--- config.mk ---
export PLATFORM = sky130hd
export DESIGN_NAME = i2c_meas_target
export DESIGN_NICKNAME = d
export VERILOG_FILES = /design/src/rtl/i2c_meas_pkg.sv /design/src/rtl/i2c_spike_filter.sv /design/src/rtl/meas_snapshot.sv /design/src/rtl/i2c_rd_target.sv /design/src/rtl/i2c_meas_target.sv
export SDC_FILE = /design/constraint.sdc
export NUM_CORES = 1
export LEC_CHECK = 0
export ABC_AREA = 0
export BUFFER_PORTS_ARGS = -buffer_cell sky130_fd_sc_hd__buf_2
export CAP_MARGIN = 20
export CORE_MARGIN = 8
export CORE_UTILIZATION = 57
export CTS_CLUSTER_DIAMETER = 60
export DETAILED_ROUTE_END_ITERATION = 10
export PLACE_DENSITY = 0.86
export SKIP_LAST_GASP = 1
export SLEW_MARGIN = 25
export SYNTH_ARGS = -nofsm -noshare
export SYNTH_HDL_FRONTEND = slang
export SYNTH_SLANG_ARGS = --single-unit
--- constraint.sdc ---
create_clock -name clk -period 3.4 [get_ports clk]
set_input_delay 0.34 -clock clk [delete_from_list [all_inputs] [get_ports clk]]
set_output_delay 0.34 -clock clk [all_outputs]
set_load 0.05 [all_outputs]
--- src/rtl/i2c_meas_pkg.sv ---
package i2c_meas_pkg;
  typedef enum logic [2:0] {
    ST_IDLE,
    ST_ADDR,
    ST_AACK,
    ST_WDAT,
    ST_WACK,
    ST_RDAT,
    ST_RACK,
    ST_SKIP
  } tgt_state_t;
endpackage

--- src/rtl/i2c_spike_filter.sv ---
module i2c_spike_filter #(
  parameter int FILT_LEN = 4,
  parameter bit RST_VAL  = 1'b1
) (
  input  logic clk,
  input  logic rst_n,
  input  logic raw_i,
  output logic filt_o
);
  localparam int CW = $clog2(FILT_LEN + 1);

  logic [1:0]    sync_q;
  logic [CW-1:0] cnt_q;
  logic          filt_q;

  always_ff @(posedge clk or negedge rst_n) begin
    if (!rst_n) begin
      sync_q <= {2{RST_VAL}};
      cnt_q  <= '0;
      filt_q <= RST_VAL;
    end else begin
      sync_q <= {sync_q[0], raw_i};
      if (sync_q[1] != filt_q) begin
        if (cnt_q == CW'(FILT_LEN - 1)) begin
          filt_q <= sync_q[1];
          cnt_q  <= '0;
        end else begin
          cnt_q <= cnt_q + 1'b1;
        end
      end else begin
        cnt_q <= '0;
      end
    end
  end

  assign filt_o = filt_q;


  filt_follows_input_chk: assert property (@(posedge clk) disable iff (!rst_n)
    (filt_q != $past(filt_q)) |-> ($past(sync_q[1]) == filt_q));
endmodule

--- src/rtl/meas_snapshot.sv ---
module meas_snapshot #(
  parameter int NREG = 22,
  parameter int DW   = 8,
  localparam int PW  = $clog2(NREG)
) (
  input  logic               clk,
  input  logic               rst_n,
  input  logic               vsync_i,
  input  logic [NREG*DW-1:0] meas_i,
  input  logic [PW-1:0]      rd_idx,
  output logic [DW-1:0]      rd_data
);
  logic [2:0]         vs_q;
  logic               cap;
  logic [NREG*DW-1:0] shadow_q;

  always_ff @(posedge clk or negedge rst_n) begin
    if (!rst_n) vs_q <= '0;
    else        vs_q <= {vs_q[1:0], vsync_i};
  end

  assign cap = vs_q[1] & ~vs_q[2];

  always_ff @(posedge clk or negedge rst_n) begin
    if (!rst_n)   shadow_q <= '0;
    else if (cap) shadow_q <= meas_i;
  end

  always_comb begin
    rd_data = '0;
    for (int i = 0; i < NREG; i++)
      if (rd_idx == PW'(i)) rd_data = shadow_q[i*DW +: DW];
  end


  shadow_hold_chk: assert property (@(posedge clk) disable iff (!rst_n)
    !cap |=> $stable(shadow_q));
endmodule

--- src/rtl/i2c_rd_target.sv ---
module i2c_rd_target
  import i2c_meas_pkg::*;
#(
  parameter int         NREG     = 22,
  parameter logic [6:0] DEV_ADDR = 7'h3A,
  localparam int        PW       = $clog2(NREG)
) (
  input  logic          clk,
  input  logic          rst_n,
  input  logic          scl_f,
  input  logic          sda_f,
  input  logic [7:0]    rd_data,
  output logic [PW-1:0] rd_idx,
  output logic          sda_oe
);
  tgt_state_t    state_q;
  logic          scl_q, sda_q;
  logic [3:0]    cnt_q;
  logic [7:0]    sh_q;
  logic [PW-1:0] ptr_q;
  logic          first_q, rw_q, nack_q, oe_q;
  logic          start_evt, stop_evt, rise, fall;

  assign start_evt = scl_f & scl_q & sda_q & ~sda_f;
  assign stop_evt  = scl_f & scl_q & ~sda_q & sda_f;
  assign rise      = scl_f & ~scl_q;
  assign fall      = ~scl_f & scl_q;

  function automatic logic [PW-1:0] nxt(input logic [PW-1:0] p);
    return (p == PW'(NREG - 1)) ? '0 : p + 1'b1;
  endfunction

  always_ff @(posedge clk or negedge rst_n) begin
    if (!rst_n) begin
      state_q <= ST_IDLE;
      scl_q   <= 1'b1;
      sda_q   <= 1'b1;
      cnt_q   <= '0;
      sh_q    <= '0;
      ptr_q   <= '0;
      first_q <= 1'b0;
      rw_q    <= 1'b0;
      nack_q  <= 1'b0;
      oe_q    <= 1'b0;
    end else begin
      scl_q <= scl_f;
      sda_q <= sda_f;
      if (start_evt) begin
        state_q <= ST_ADDR;
        cnt_q   <= '0;
        oe_q    <= 1'b0;
        first_q <= 1'b1;
      end else if (stop_evt) begin
        state_q <= ST_IDLE;
        oe_q    <= 1'b0;
      end else begin
        unique case (state_q)
          ST_ADDR: begin
            if (rise) begin
              sh_q  <= {sh_q[6:0], sda_f};
              cnt_q <= cnt_q + 1'b1;
            end else if (fall && cnt_q == 4'd8) begin
              if (sh_q[7:1] == DEV_ADDR) begin
                oe_q    <= 1'b1;
                rw_q    <= sh_q[0];
                state_q <= ST_AACK;
              end else begin
                state_q <= ST_SKIP;
              end
            end
          end
          ST_AACK, ST_RACK: begin
            if (rise && state_q == ST_RACK) nack_q <= sda_f;
            if (fall) begin
              cnt_q <= '0;
              if (state_q == ST_AACK && !rw_q) begin
                oe_q    <= 1'b0;
                state_q <= ST_WDAT;
              end else if (state_q == ST_RACK && nack_q) begin
                oe_q    <= 1'b0;
                state_q <= ST_SKIP;
              end else begin
                sh_q    <= rd_data;
                oe_q    <= ~rd_data[7];
                ptr_q   <= nxt(ptr_q);
                state_q <= ST_RDAT;
              end
            end
          end
          ST_WDAT: begin
            if (rise) begin
              sh_q  <= {sh_q[6:0], sda_f};
              cnt_q <= cnt_q + 1'b1;
            end else if (fall && cnt_q == 4'd8) begin
              oe_q    <= 1'b1;
              state_q <= ST_WACK;
              first_q <= 1'b0;
              if (first_q) ptr_q <= (sh_q < 8'(NREG)) ? sh_q[PW-1:0] : '0;
            end
          end
          ST_WACK: begin
            if (fall) begin
              oe_q    <= 1'b0;
              cnt_q   <= '0;
              state_q <= ST_WDAT;
            end
          end
          ST_RDAT: begin
            if (rise) begin
              cnt_q <= cnt_q + 1'b1;
            end else if (fall) begin
              if (cnt_q == 4'd8) begin
                oe_q    <= 1'b0;
                state_q <= ST_RACK;
              end else begin
                sh_q <= {sh_q[6:0], 1'b0};
                oe_q <= ~sh_q[6];
              end
            end
          end
          default: ;
        endcase
      end
    end
  end

  assign rd_idx = ptr_q;
  assign sda_oe = oe_q;


  stop_release_chk: assert property (@(posedge clk) disable iff (!rst_n)
    (stop_evt || start_evt) |=> !oe_q);

  skip_quiet_chk: assert property (@(posedge clk) disable iff (!rst_n)
    (state_q == ST_SKIP || state_q == ST_IDLE) |-> !oe_q);

  ptr_range_chk: assert property (@(posedge clk) disable iff (!rst_n)
    ptr_q < PW'(NREG));

  ack_match_chk: assert property (@(posedge clk) disable iff (!rst_n)
    ($rose(oe_q) && $past(state_q) == ST_ADDR) |-> ($past(sh_q[7:1]) == DEV_ADDR));
endmodule

--- src/rtl/i2c_meas_target.sv ---
module i2c_meas_target #(
  parameter int         NREG     = 22,
  parameter int         FILT_LEN = 4,
  parameter logic [6:0] DEV_ADDR = 7'h3A,
  localparam int        PW       = $clog2(NREG)
) (
  input  logic              clk,
  input  logic              rst_n,
  input  logic              scl_i,
  input  logic              sda_i,
  output logic              sda_oe_o,
  input  logic              vsync_i,
  input  logic [NREG*8-1:0] meas_i
);
  logic          scl_f, sda_f;
  logic [PW-1:0] rd_idx;
  logic [7:0]    rd_data;

  i2c_spike_filter #(.FILT_LEN(FILT_LEN), .RST_VAL(1'b1)) u_scl_filt (
    .clk(clk), .rst_n(rst_n), .raw_i(scl_i), .filt_o(scl_f));

  i2c_spike_filter #(.FILT_LEN(FILT_LEN), .RST_VAL(1'b1)) u_sda_filt (
    .clk(clk), .rst_n(rst_n), .raw_i(sda_i), .filt_o(sda_f));

  meas_snapshot #(.NREG(NREG), .DW(8)) u_snap (
    .clk(clk), .rst_n(rst_n), .vsync_i(vsync_i), .meas_i(meas_i),
    .rd_idx(rd_idx), .rd_data(rd_data));

  i2c_rd_target #(.NREG(NREG), .DEV_ADDR(DEV_ADDR)) u_fsm (
    .clk(clk), .rst_n(rst_n), .scl_f(scl_f), .sda_f(sda_f),
    .rd_data(rd_data), .rd_idx(rd_idx), .sda_oe(sda_oe_o));
endmodule

==> summary.txt <==
Setup path
  – Setup crit start kind: flip-flop
  – CP max FO: 20
  – R2R setup slack: between 200 and 300 ps
  – R2r worst-path depth: 10
  – CP max stage cell: ha_1
  – CP Cell Sequence: inv_1, ha_1, buf_4, nor2b_1, a21oi_1, o31a_1, o31a_1, o31ai_1, o2111ai_1, a21oi_1
  – Max incr delay on CP: 470 ps
  – CP required: 3830 ps
  – Reg-to-Reg Start: u_fsm.rd_idx[1]
  – Setup Crit Path Kind: flip-flop to flip-flop
  – Worst reg2reg path endpoint: u_fsm.sh_q[2]
  – Crit path arrival time: around 3500 ps
  – Setup crit end kind: flip-flop

Power
  – Clock share of power: 0.280
  – Pwr dens: 741 nW/um^2
  – Worst ir drop on vdd: 609 uV
  – Total power: 9.52 mW
  – Int Pwr: 6.05 mW
  – Psw: 3.48 mW
  – Part of the power in registers: 0.374
  – Sw Share: 0.365
  – Logic pwr share: 0.346
  – Pleak: 5.56 nW

Flow run
  – Max-capacitance violation count: 0

Logic synthesis
  – Synth Net Count: 1,160
  – Top cells by instance count after synthesis: dfrtp_1 (209), mux2_2 (177), nand2_1 (77)
  – Area leader, netlist: dfrtp_1
  – Yosys warnings: 0
  – Synth Area in Simple Gates: 0.125
  – Largest family of logic cells by synthesized area: multiplexers
  – Mapped Cells: 970
  – Sequential element share of the synthesized area: 0.499
  – Mux contribution to synthesized area: 0.183
  – Distinct cells, synth: 81
  – Synthesized flop and latch total: 217
  – Post-synth EDFFs: 0
  – Post-synthesis compound-gate area fraction: 0.146
  – Synthesized cell area: between 10,000 and 15,000 sq um
  – Most frequent cell after synthesis: dfrtp_1
  – Post-Synth XOR/XNOR Area: 0.00241
  – Post-synth top flop: dfrtp_1
  – Synth Area in Adders: 0.0103
  – Ys async rst share: 1.00
  – Top post-synthesis cells by area: dfrtp_1 (48%), mux2_2 (18%), nand2_1 (2.6%)
  – Syn avg cell area: ~11 sq um
  – Top-area cell type share of the netlist area: 0.479

Drt
  – DRT iter0 DRCs: 1,077
  – Vias: about 8,900
  – Total wire length: approximately 32 mm
  – Wirelength per Cell: approximately 23 um
  – Vias per cell: roughly 6.4
  – Drt first pass iters: 6
  – DRC Markers: 0
  – Post-route ant nets: 0

STA
  – Fmax: 323 MHz
  – Worst-Margin Slew: 932 ps
  – Skew final: 8.56 ps
  – Tmin final: a little over 3000 ps
  – Slew HR: 0.379
  – Final worst path period share: 0.912
  – Setup-failing EPs final: 0
  – RSZ-0062 raised after global routing: no
  – Final worst slack: 300 ps
  – Hold_ws: 39.5 ps
  – Hold Vio Cnt, Final: 0
  – TNS Setup: 0 ps
  – Max-slew violations: 0

GRT
  – GRT Util Overall: 0.270
  – First-pass GRT wire length: between 50 and 60 mm
  – Largest net degree at the start of global routing: 103
  – Antenna violations before repair: 0
  – Vias in the first global route: 9,296
  – GR Overflow Total: 0

Cells and area
  – Antenna cells: 0
  – Net count, final: 1,328
  – Fin cells: 1,388
  – Share of layout cells above drive strength 1: 0.388
  – Layout area overhead: 17.8%

Floorplanning
  – Core ar.: 18,800 sq um
  – IO Pins: 182
  – Row cnt: 50
  – Die width: 154 um
  – Die height: about 150 um
  – Die area: 23,800 sq um
  – Initial Util: 0.581

Outcome
  – Status: complete, no violations

Clocking
  – Clock root buffer: clkbuf_16
  – Post-CTS Hold Fix Bufs: 4
  – Worst skew pair latency: around 500 ps
  – H-tree levels: 1
  – TritonCTS buffer count: 22
  – CTS tree: done
  – Clk pin slew, worst setup/hold paths: 60 ps
  – CTS resizes: 0
  – Clock sinks: around 220
  – CTS Buffer Depth: 3
  – Post-CTS setup buffer count: 0

Place
  – Place WS: 414 ps
  – Hpwl dp: 23.8 mm
  – Routability cong.: between 0.9 and 1
  – Placed cell count: 1,344
  – PortBufs: ~180

Min path
  – Worst hold path type: input pin to flip-flop
  – WHS Path Cells: 3
  – Endpoint, Worst Hold: u_snap.shadow_q[29]
  – Worst Hold Launch: meas_i[29]
[critical path: cells and delay by family (launching register included)]
kind / cells / cell delay (ps)
adders and majority gates: 1 / 470
DFF: 1 / 410
and+or+nand+nor: 1 / 310
buffers and inverters: 2 / 400
AOI/OAI and AO/OA: 6 / 1420
[layout make-up]
cell class / instances / area, sq um
fill: 1364 / 5920
sequential: 217 / 5440
multi-input combinational: 673 / 5100
timing repair buffer: 208 / 1150
clock buffer: 30 / 652
tap: 234 / 293
clock inverter: 10 / 155
inverter: 16 / 60.1
[worst max-delay path by stage]
stage                          from            end  cells after the start
floorplan           u_fsm.rd_idx[0]  u_fsm.sh_q[5]                     12
global placement    u_fsm.rd_idx[1]  u_fsm.sh_q[2]                     10
detailed placement  u_fsm.rd_idx[1]  u_fsm.sh_q[2]                     10
finish              u_fsm.rd_idx[1]  u_fsm.sh_q[2]                     10
CTS                 u_fsm.rd_idx[1]  u_fsm.sh_q[2]                     10
global route        u_fsm.rd_idx[1]  u_fsm.sh_q[2]                     10
[layer usage]
layer  vias up  routed length (um)  track usage
met4         0                1110       0.0905
met3        85                2540       0.0529
met2       447               15500        0.445
met1      4378               13200        0.351
met5         -                   0            0
li1       3953                   -            -
[cells by family (layout without fill, tap and decap cells)]
| logic type | after synthesis | after routing |
|---|---|---|
| and+or+nand+nor | 255 | 255 |
| adders and majority gates | 9 | 9 |
| AOI/OAI and AO/OA | 229 | 229 |
| xor gates and xnor gates | 3 | 3 |
| buffers and inverters | 80 | 264 |
| muxes | 177 | 177 |
| DFF | 217 | 217 |
[sequential cells by signal (all words and copies together), names as in the netlist, 2 cells and up]
name,flops
u_sda_filt.cnt_q,3
u_sda_filt.sync_q,2
u_fsm.sh_q,8
u_scl_filt.sync_q,2
u_fsm.state_q,3
u_fsm.rd_idx,5
u_snap.vs_q,3
u_fsm.cnt_q,4
u_scl_filt.cnt_q,3
u_snap.shadow_q,176
[power by group through the flow]
stage	Combinational (mW)	Clock (mW)	Sequential, mW
after detailed placement	3.20	0	3.59
after CTS	3.24	2.69	3.55
after global placement	3.10	0	3.57
after global routing	3.53	2.80	3.63
final	3.29	2.66	3.57
after floorplan	2.36	0	3.34
[cells in the final DEF, fill, tap and decap left out, types with 5 or more instances in the layout]
cell       count
o21ai_1        7
o21ai_0       41
nor2_1        51
nor3_1        19
o221ai_1       5
nor3b_1        6
a22oi_1        9
dfstp_2        8
nand2_1       77
buf_2        180
nand2b_1       8
o22ai_1       21
and3_1         5
mux2_2       177
a221oi_1      12
ha_1           9
o32ai_1        5
buf_4         21
o31ai_1        5
a31oi_1       11
a21oi_1       42
nand4_1        6
o211ai_1      12
clkbuf_16     23
nor2b_1       12
clkbuf_8       6
nand3_1       29
dfrtp_1      209
inv_1         15
[metrics by stage]
stage           util  area [sq um]
2_1_floorplan      -         10900
3_3_place_gp   0.640         12000
3_5_place_dp   0.640         12000
4_1_cts        0.685         12800
5_1_grt        0.685         12800
6_report       0.685         12800
Power figures use the tool's default switching activity.
